<file path="config.mk">
export PLATFORM = sky130hd
export DESIGN_NAME = gated_period_timer
export DESIGN_NICKNAME = d
export VERILOG_FILES = /design/src/rtl/gpt_pkg.sv /design/src/rtl/gpt_prescaler.sv /design/src/rtl/gpt_gate_sync.sv /design/src/rtl/gpt_counter.sv /design/src/rtl/gpt_event_pipe.sv /design/src/rtl/gated_period_timer.sv
export SDC_FILE = /design/constraint.sdc
export NUM_CORES = 1
export LEC_CHECK = 0
export ABC_CLOCK_PERIOD_IN_PS = 5400
export CORE_ASPECT_RATIO = 1.1
export CORE_MARGIN = 1.5
export CORE_UTILIZATION = 35
export CTS_CLUSTER_SIZE = 25
export DETAILED_ROUTE_END_ITERATION = 12
export GPL_ROUTABILITY_DRIVEN = 0
export MAX_ROUTING_LAYER = met4
export PLACE_DENSITY = 0.54
export SYNTH_ARGS = -nofsm -noshare
export SYNTH_HDL_FRONTEND = slang
export SYNTH_SLANG_ARGS = --single-unit
</file>
<file path="constraint.sdc">
create_clock -name clk -period 5.4 [get_ports clk]
set_clock_uncertainty 0.05 [all_clocks]
set_input_delay 1.08 -clock clk [delete_from_list [all_inputs] [get_ports clk]]
set_output_delay 1.08 -clock clk [all_outputs]
set_load 0.02 [all_outputs]
</file>
<file path="src/rtl/gpt_pkg.sv">
// Package: shared register map, field positions and the alias write rule.
// Assumes a 16-bit data path and a 4-bit word address.
package gpt_pkg;
    localparam int DATA_W = 16;

    typedef enum logic [1:0] {
        REG_CTRL   = 2'd0,
        REG_COUNT  = 2'd1,
        REG_PERIOD = 2'd2,
        REG_INTC   = 2'd3
    } reg_sel_e;

    typedef enum logic [1:0] {
        AL_WRITE = 2'd0,
        AL_CLR   = 2'd1,
        AL_SET   = 2'd2,
        AL_NONE  = 2'd3
    } alias_e;

    localparam int CTRL_RUN_BIT  = 15;
    localparam int CTRL_GATE_BIT = 7;
    localparam int CTRL_PS_LO    = 4;
    localparam int INT_FLAG_BIT  = 12;
    localparam int INT_EN_BIT    = 8;
    localparam int INT_PRI_LO    = 2;
    localparam int INT_SUB_LO    = 0;

    localparam logic [DATA_W-1:0] CTRL_MASK = 16'h80B0;
    localparam logic [DATA_W-1:0] INTC_MASK = 16'h111F;
    localparam logic [DATA_W-1:0] PERIOD_RST = 16'hFFFF;

    // Next register value for one access kind.
    function automatic logic [DATA_W-1:0] apply_alias(
        input alias_e            al,
        input logic [DATA_W-1:0] cur,
        input logic [DATA_W-1:0] wd
    );
        case (al)
            AL_WRITE: return wd;
            AL_CLR:   return cur & ~wd;
            AL_SET:   return cur | wd;
            default:  return cur;
        endcase
    endfunction
endpackage

</file>
<file path="src/rtl/gpt_prescaler.sv">
// Prescaler: divides the clock by 1, 8, 64 or 256 and sends a single-cycle tick.
// Assumes PS_W >= 8. The phase counter is held at zero while the timer is stopped.
module gpt_prescaler #(
    parameter int PS_W = 8
) (
    input  logic       clk,
    input  logic       rst_n,
    input  logic       run,
    input  logic [1:0] sel,
    output logic       tick
);
    logic [PS_W-1:0] phase_q;
    logic [PS_W-1:0] limit;

    // Last phase value for the selected ratio.
    always_comb begin
        case (sel)
            2'd0:    limit = PS_W'(0);
            2'd1:    limit = PS_W'(7);
            2'd2:    limit = PS_W'(63);
            default: limit = PS_W'(255);
        endcase
    end

    assign tick = run && (phase_q == limit);

    // Phase counter: restarts on each tick and holds at zero while stopped.
    always_ff @(posedge clk) begin
        if (!rst_n || !run || tick) phase_q <= '0;
        else                        phase_q <= phase_q + 1'b1;
    end
endmodule

</file>
<file path="src/rtl/gpt_gate_sync.sv">
// Gate synchroniser: a chain of STAGES flops that brings the asynchronous gate
// into the clock domain, followed by falling-edge detection on the synchronised level.
module gpt_gate_sync #(
    parameter int STAGES = 2
) (
    input  logic clk,
    input  logic rst_n,
    input  logic gate_in,
    output logic gate_lvl,
    output logic gate_fall
);
    logic [STAGES-1:0] chain_q;
    logic              prev_q;

    // First stage samples the raw pin.
    always_ff @(posedge clk) begin
        if (!rst_n) chain_q[0] <= 1'b0;
        else        chain_q[0] <= gate_in;
    end

    for (genvar i = 1; i < STAGES; i++) begin : g_stage
        // Later stages move the level along the chain.
        always_ff @(posedge clk) begin
            if (!rst_n) chain_q[i] <= 1'b0;
            else        chain_q[i] <= chain_q[i-1];
        end
    end

    // Delayed copy of the synchronised level, used for edge detection.
    always_ff @(posedge clk) begin
        if (!rst_n) prev_q <= 1'b0;
        else        prev_q <= chain_q[STAGES-1];
    end

    assign gate_lvl  = chain_q[STAGES-1];
    assign gate_fall = prev_q && !chain_q[STAGES-1];
endmodule

</file>
<file path="src/rtl/gpt_counter.sv">
// Counter: on each qualified tick it increments, or goes back to zero when it
// equals the period. A software load takes priority over counting. match is
// asserted in the tick cycle where the count equals the period.
module gpt_counter #(
    parameter int W = 16
) (
    input  logic         clk,
    input  logic         rst_n,
    input  logic         tick,
    input  logic         gate_en,
    input  logic         gate_lvl,
    input  logic [W-1:0] period,
    input  logic         ld,
    input  logic [W-1:0] ld_val,
    output logic [W-1:0] count,
    output logic         match
);
    logic [W-1:0] cnt_q;
    logic         adv;

    assign adv   = tick && (!gate_en || gate_lvl);
    assign match = adv && (cnt_q == period);
    assign count = cnt_q;

    // Count register: load, then wrap, then increment.
    always_ff @(posedge clk) begin
        if (!rst_n)     cnt_q <= '0;
        else if (ld)    cnt_q <= ld_val;
        else if (match) cnt_q <= '0;
        else if (adv)   cnt_q <= cnt_q + 1'b1;
    end
endmodule

</file>
<file path="src/rtl/gpt_event_pipe.sv">
// Event pipe: a fixed delay of LAT flops on the event pulse, so the flag sets
// a known number of cycles after the event.
module gpt_event_pipe #(
    parameter int LAT = 3
) (
    input  logic clk,
    input  logic rst_n,
    input  logic evt,
    output logic evt_late
);
    logic [LAT-1:0] pipe_q;

    // Entry stage.
    always_ff @(posedge clk) begin
        if (!rst_n) pipe_q[0] <= 1'b0;
        else        pipe_q[0] <= evt;
    end

    for (genvar i = 1; i < LAT; i++) begin : g_dly
        // Later delay stages.
        always_ff @(posedge clk) begin
            if (!rst_n) pipe_q[i] <= 1'b0;
            else        pipe_q[i] <= pipe_q[i-1];
        end
    end

    assign evt_late = pipe_q[LAT-1];
endmodule

</file>
<file path="src/rtl/gated_period_timer.sv">
// Top: the register file with replace, clear and set access, plus the
// prescaler, gate synchroniser, counter and event pipe. Reads are combinational
// from the address. A hardware flag set takes priority over a software clear.
module gated_period_timer
    import gpt_pkg::*;
#(
    parameter int PS_W       = 8,
    parameter int SYNC_STAGE = 2,
    parameter int EVT_LAT    = 3
) (
    input  logic              clk,
    input  logic              rst_n,
    input  logic              gate_in,
    input  logic              bus_wr,
    input  logic [3:0]        bus_addr,
    input  logic [DATA_W-1:0] bus_wdata,
    output logic [DATA_W-1:0] bus_rdata,
    output logic              irq
);
    logic [DATA_W-1:0] ctrl_q, period_q, intc_q, count;
    logic [DATA_W-1:0] intc_sw;
    reg_sel_e          sel;
    alias_e            al;
    logic              acc, run, gate_en, tick, gate_lvl, gate_fall;
    logic              match, evt, evt_late, cnt_wr, sw_flag_clr;
    logic              flag, int_en;
    logic [2:0]        int_pri;

    assign sel     = reg_sel_e'(bus_addr[3:2]);
    assign al      = alias_e'(bus_addr[1:0]);
    assign acc     = bus_wr && (al != AL_NONE);
    assign run     = ctrl_q[CTRL_RUN_BIT];
    assign gate_en = ctrl_q[CTRL_GATE_BIT];
    assign cnt_wr  = acc && (sel == REG_COUNT);

    // Control register with only its defined bits stored.
    always_ff @(posedge clk) begin
        if (!rst_n) ctrl_q <= '0;
        else if (acc && sel == REG_CTRL)
            ctrl_q <= apply_alias(al, ctrl_q, bus_wdata) & CTRL_MASK;
    end

    // Period register.
    always_ff @(posedge clk) begin
        if (!rst_n) period_q <= PERIOD_RST;
        else if (acc && sel == REG_PERIOD)
            period_q <= apply_alias(al, period_q, bus_wdata);
    end

    // Software view of the next interrupt control value.
    always_comb begin
        intc_sw = intc_q;
        if (acc && sel == REG_INTC)
            intc_sw = apply_alias(al, intc_q, bus_wdata) & INTC_MASK;
    end

    assign sw_flag_clr = intc_q[INT_FLAG_BIT] && !intc_sw[INT_FLAG_BIT];

    // Interrupt control register: the delayed hardware event sets the flag.
    always_ff @(posedge clk) begin
        if (!rst_n) intc_q <= '0;
        else begin
            intc_q <= intc_sw;
            if (evt_late) intc_q[INT_FLAG_BIT] <= 1'b1;
        end
    end

    gpt_prescaler #(.PS_W(PS_W)) u_presc (
        .clk(clk), .rst_n(rst_n), .run(run),
        .sel(ctrl_q[CTRL_PS_LO +: 2]), .tick(tick)
    );

    gpt_gate_sync #(.STAGES(SYNC_STAGE)) u_gate (
        .clk(clk), .rst_n(rst_n), .gate_in(gate_in),
        .gate_lvl(gate_lvl), .gate_fall(gate_fall)
    );

    gpt_counter #(.W(DATA_W)) u_cnt (
        .clk(clk), .rst_n(rst_n), .tick(tick), .gate_en(gate_en),
        .gate_lvl(gate_lvl), .period(period_q), .ld(cnt_wr),
        .ld_val(apply_alias(al, count, bus_wdata)),
        .count(count), .match(match)
    );

    assign evt = match || (gate_fall && gate_en && run);

    gpt_event_pipe #(.LAT(EVT_LAT)) u_pipe (
        .clk(clk), .rst_n(rst_n), .evt(evt), .evt_late(evt_late)
    );

    assign flag    = intc_q[INT_FLAG_BIT];
    assign int_en  = intc_q[INT_EN_BIT];
    assign int_pri = intc_q[INT_PRI_LO +: 3];
    assign irq     = flag && int_en && (int_pri != 3'd0);

    // Read multiplexer.
    always_comb begin
        case (sel)
            REG_CTRL:   bus_rdata = ctrl_q;
            REG_COUNT:  bus_rdata = count;
            REG_PERIOD: bus_rdata = period_q;
            default:    bus_rdata = intc_q;
        endcase
    end
endmodule

</file>
After elaboration in Yosys (flattened, before gate mapping):

Index checks and enable logic that the tools add are counted.

* register bits: 57
* latch bits: 0
* RAM bits: 0
* bits in read-only memories: 0
* input bits: 24
* output and inout bits: 17
* word-level logic and storage cells: 79
* memories: 0

* add/sub/neg operators: 2
* multipliers: 0
* div/mod/pow operators: 0
* magnitude comparators: 0
* equality and inequality tests: 11
* shift operators: 0
* muxes and demuxes: 11
* bitwise gates (word level): 9
* reduce and logical (&&, ||, !) cells: 34

Operators by type and width (count)
* $pmux 16 s3: 4
* $and 16x16->16: 3
* $mux 16: 3
* $or 16x16->16: 3
* $pmux 13 s3: 1
* $pmux 8 s3: 1
* $add 16x1->16 const B: 1
* $eq 16x16->1: 1
* $not 16->16: 1
* $and 13x13->13: 1
* $logic_and 1x1->1: 13
* $mux 13: 1
* $or 13x13->13: 1
* $reduce_and 2->1: 5
* $reduce_bool 3->1: 3
* $add 8x1->8 const B: 1
* $eq 2x2->1 const B: 4
* $eq 8x8->1: 1
* $eq 2x1->1 const B: 3
* $logic_not 2->1: 3
* $logic_not 1->1: 4
* $logic_or 1x1->1: 4
* $ne 4x1->1 const B: 1
* $reduce_bool 4->1: 1
* other kinds (3): 3

Logic depth before layout (Yosys ltp):

* depth after elaboration: 8
* depth in mapped cells: 10
* gate-level depth less buffers: 8

Hierarchy:

Synthesis repeated with hierarchy kept, for this count alone.

* cells, all modules: 408
* area, all modules: 3644.7 sq um

Modules (own cells, without submodules)
* gated_period_timer: times used 1, cells each 222, area an instance 1946.9 sq um, seq. area each 540.5 sq um
* gpt_counter: times used 1, cells each 134, area an instance 1158.6 sq um, seq. area each 320.3 sq um
* gpt_prescaler: times used 1, cells each 39, area an instance 371.6 sq um, seq. area each 160.2 sq um
* gpt_gate_sync: times used 1, cells each 7, area an instance 88.8 sq um, seq. area each 60.1 sq um
* gpt_event_pipe: times used 1, cells each 6, area an instance 78.8 sq um, seq. area each 60.1 sq um

Worst setup path before layout:

OpenSTA, ideal clock, no wires.

* kind: in2out
* from: in bus_addr[3]
* to: out bus_rdata[12]
* arrival: 2.317 ns
* required time: 4.270 ns
* slack: 1.953 ns
* stages: 4
* path buffers: 2
* cell sequence: clkbuf_1 -> clkbuf_1 -> mux2_2 -> a22o_1

* word-level cells in the longest chain between the ends: 2
* elaborated cells on any way between the ends: 4

Ends and longest elaborated chain
* from (decl): RTL line gated_period_timer.sv:15 `input logic [3:0] bus_addr,`
* $eq 2x2->1, or another cell as far along: RTL line gated_period_timer.sv:98 `case (sel)`
* $pmux 16 s3 (*): RTL line gated_period_timer.sv:98
* to (decl): RTL line gated_period_timer.sv:17 `output logic [DATA_W-1:0] bus_rdata,`

Every way passes the cells marked *; elsewhere a longest branch is shown, timed or not.

Final worst setup path:

* from: in bus_addr[3]
* to: out bus_rdata[7]

The elaborated chain is that of the path after synthesis.

==> metrics <==
FILL cells=1045; placed cell count=645; relative slew slack=35.0%; PwrDens=294 nW/um^2; pins over their slew limit=0; non-filler instance count after layout=661; Layout area overhead=22.9%; CP Class=in2out; antenna violations before repair=0; CTS sink count=57; DRT iter0 DRCs=278; synth unique cells=54; critical path arrival=3.48 ns; total power=1330 uW; WL/cell=18.3 um; Clk network pwr share=50.4%; layout cells sized above 1=6.95%; clk root buf=clkbuf_16; syn_area_per_cell=7.49 sq um; final WL=12100 um; # hold bufs at CTS=0; DRC errors left=0; Combinational Power Share=14.7%; Initial Utilization=35.6%; Max-Cap Viols=0; clock buffer depth=2; Critical Path Start Type=input port; Final HPWL DP=8390 um; post-CTS setup buffers=0; Post-CTS Resized=0; syn nets=521; Switching Fraction=25.9%; P_leak=0.00159 uW; Die H=110 um; setup TNS=0 ns; core area=10300 sq um; synthesized area=3670 sq um; crit-path max FO=13; Die X=101 um; final-report hold violation count=0; largest net degree at the start of global routing=35; Yosys warnings=0; Seq/Total Area, Yosys=31.1%; Vias=3796; cell internal pwr=983 uW; clk_lat worst skew=0.34 ns; RSZ-0062 raised after global routing=false; Port Buf Inserts=40; status=complete, no violations; Final Setup Violations=0; WP data required=4.27 ns; Num CTS Buffers=9; Antenna diodes=0; grt total ovfl=0; worst min path class=reg2reg; Worst-path clk slew=0.05 ns; fin nets=544; post-route ant nets=0; die area=11100 sq um; Peak Freq=217 MHz; Syn Inst Count=490; #FFs+latches synth=57; Reg power frac=34.9%; switching power=344 uW; vias in the first global route=3551; # rows=39; Slew @ Worst Pin=0.974 ns; final worst path period share=85.4%; Worst Setup End Kind=output pin; gr usage total=23.3%; Synth Flop Type=dfxtp_1; io pins=41; number of H-tree levels=3; CTS tree=yes; Post-synth EDFFs=0; post-layout min period=4.61 ns; Vias/cell=5.74; Final Core Density=43.8%; maximum vdd drop=0.131 mV; first-pass GRT wire length=19000 um; DRT Pass-1 Iters=5; Post-synth ARST share=0%
==> path summary, 6_finish.rpt <==
| check | end | depth (start not counted) | from | slack [ns] |
|---|---|---|---|---|
| setup / recovery | bus_rdata[7] | 5 | bus_addr[3] | 0.79 |
| setup reg to reg | u_cnt.count[10]$_SDFFE_PN0P_ | 6 | u_cnt.count[4]$_SDFFE_PN0P_ | 2.67 |
| hold reg to reg | u_gate.gate_lvl$_SDFF_PN0_ | 1 | u_gate.chain_q[0]$_SDFF_PN0_ | 0.38 |
| hold / removal | u_gate.gate_lvl$_SDFF_PN0_ | 1 | u_gate.chain_q[0]$_SDFF_PN0_ | 0.38 |
==> cell type report <==
cell class	instances	area [sq um]	share of cell area [%]
clock buffer	11	243	5.38
clock inverter	5	103	2.28
inverter	22	82.6	1.83
multi-input combinational	375	2300	51.0
sequential	57	1140	25.3
tap	143	179	3.97
timing repair buffer	48	460	10.2
==> critical path: stages <==
cell and delay (ns):
clkdlybuf4s50_1 0.66, nor2b_1 0.87, nand2_1 0.10, o21ai_0 0.13, clkdlybuf4s50_1 0.64
==> through the flow <==
step                worst slack (ns)  instance area (sq um)  hold WS (ns)
floorplan                       1.95                   3670         0.362
global placement               0.790                   4160         0.367
detailed placement             0.784                   4160         0.372
CTS                            0.779                   4510         0.385
global route                   0.696                   4510         0.401
finish                         0.786                   4510         0.382
==> layout by cell type, fill, tap and decap left out, drive strengths merged, types with 4 or more instances in the layout <==
master and n:
nor2b 4, nor4 4, mux2 4, xor2 6
a221o 7, nor3 8, o21ai 34, nand2 50
xnor2 16, buf 8, or4 9, nand3 24
nor2 45, a22oi 10, a211oi 6, a22o 12
ha 7, and3 8, a21oi 46, nand4 14
dfxtp 57, mux2i 4, and2 11, a31oi 13
clkbuf 11, clkdlybuf4s50 40, inv 21
==> synthesized netlist by cell type, types with 4 or more instances <==
master     n  area share (%)
a211oi_1   6             1.2
ha_1       7             2.4
nand2_1   50             5.1
dfxtp_1   57              31
nand4_1   14             2.4
mux2_2     4             1.2
nand3_1   24             3.3
a221o_1    7             1.9
nor3_1     8             1.1
clkbuf_1  31             3.2
xnor2_1   16             3.8
a22o_1    12             2.9
nor2b_1    4            0.68
a21oi_1   46             6.3
o21ai_0   34             4.6
nor2_1    45             4.6
and2_1    10             1.7
and3_1     8             1.4
a22oi_1   10             2.0
or4_1      9             1.8
inv_1     21             2.1
xor2_1     6             1.4
a31oi_1   13             2.2
==> per-layer routing <==
metal / wire, um / global-route usage, % / up-vias
li1: - / - / 1832
met5: 0 / - / -
met3: 553 / 2.96 / 19
met2: 5670 / 36.9 / 124
met4: 311 / 11.9 / 0
met1: 5550 / 29.3 / 1821
==> cell families (layout without fill, tap and decap cells) <==
| kind of cell | count (synthesis) | after routing | share of synthesized area (%) |
|---|---|---|---|
| flops | 57 | 57 | 31.1 |
| simple gates | 192 | 192 | 26.8 |
| buf+inv | 58 | 86 | 6.21 |
| mux | 9 | 9 | 3.03 |
| compound gates | 145 | 145 | 25.2 |
| fa+ha+maj | 7 | 7 | 2.39 |
| xor+xnor | 22 | 22 | 5.25 |
==> registers in the layout (all words and copies together) (netlist names) <==
signal,flops
period_q,16
u_cnt.count,16
u_presc.phase_q,8
intc_q,7
ctrl_q,4
u_pipe.pipe_q,2
u_gate.chain_q,1
u_gate.gate_lvl,1
u_gate.prev_q,1
u_pipe.evt_late,1
==> power by group through the flow <==
stage | clock (uW) | combinational [uW] | sequential, uW
3_3_place_gp | 0 | 191 | 472
2_1_floorplan | 0 | 130 | 456
6_report | 669 | 195 | 464
4_1_cts | 676 | 193 | 463
5_1_grt | 693 | 211 | 466
3_5_place_dp | 0 | 192 | 472
Power figures use the tool's default switching activity.
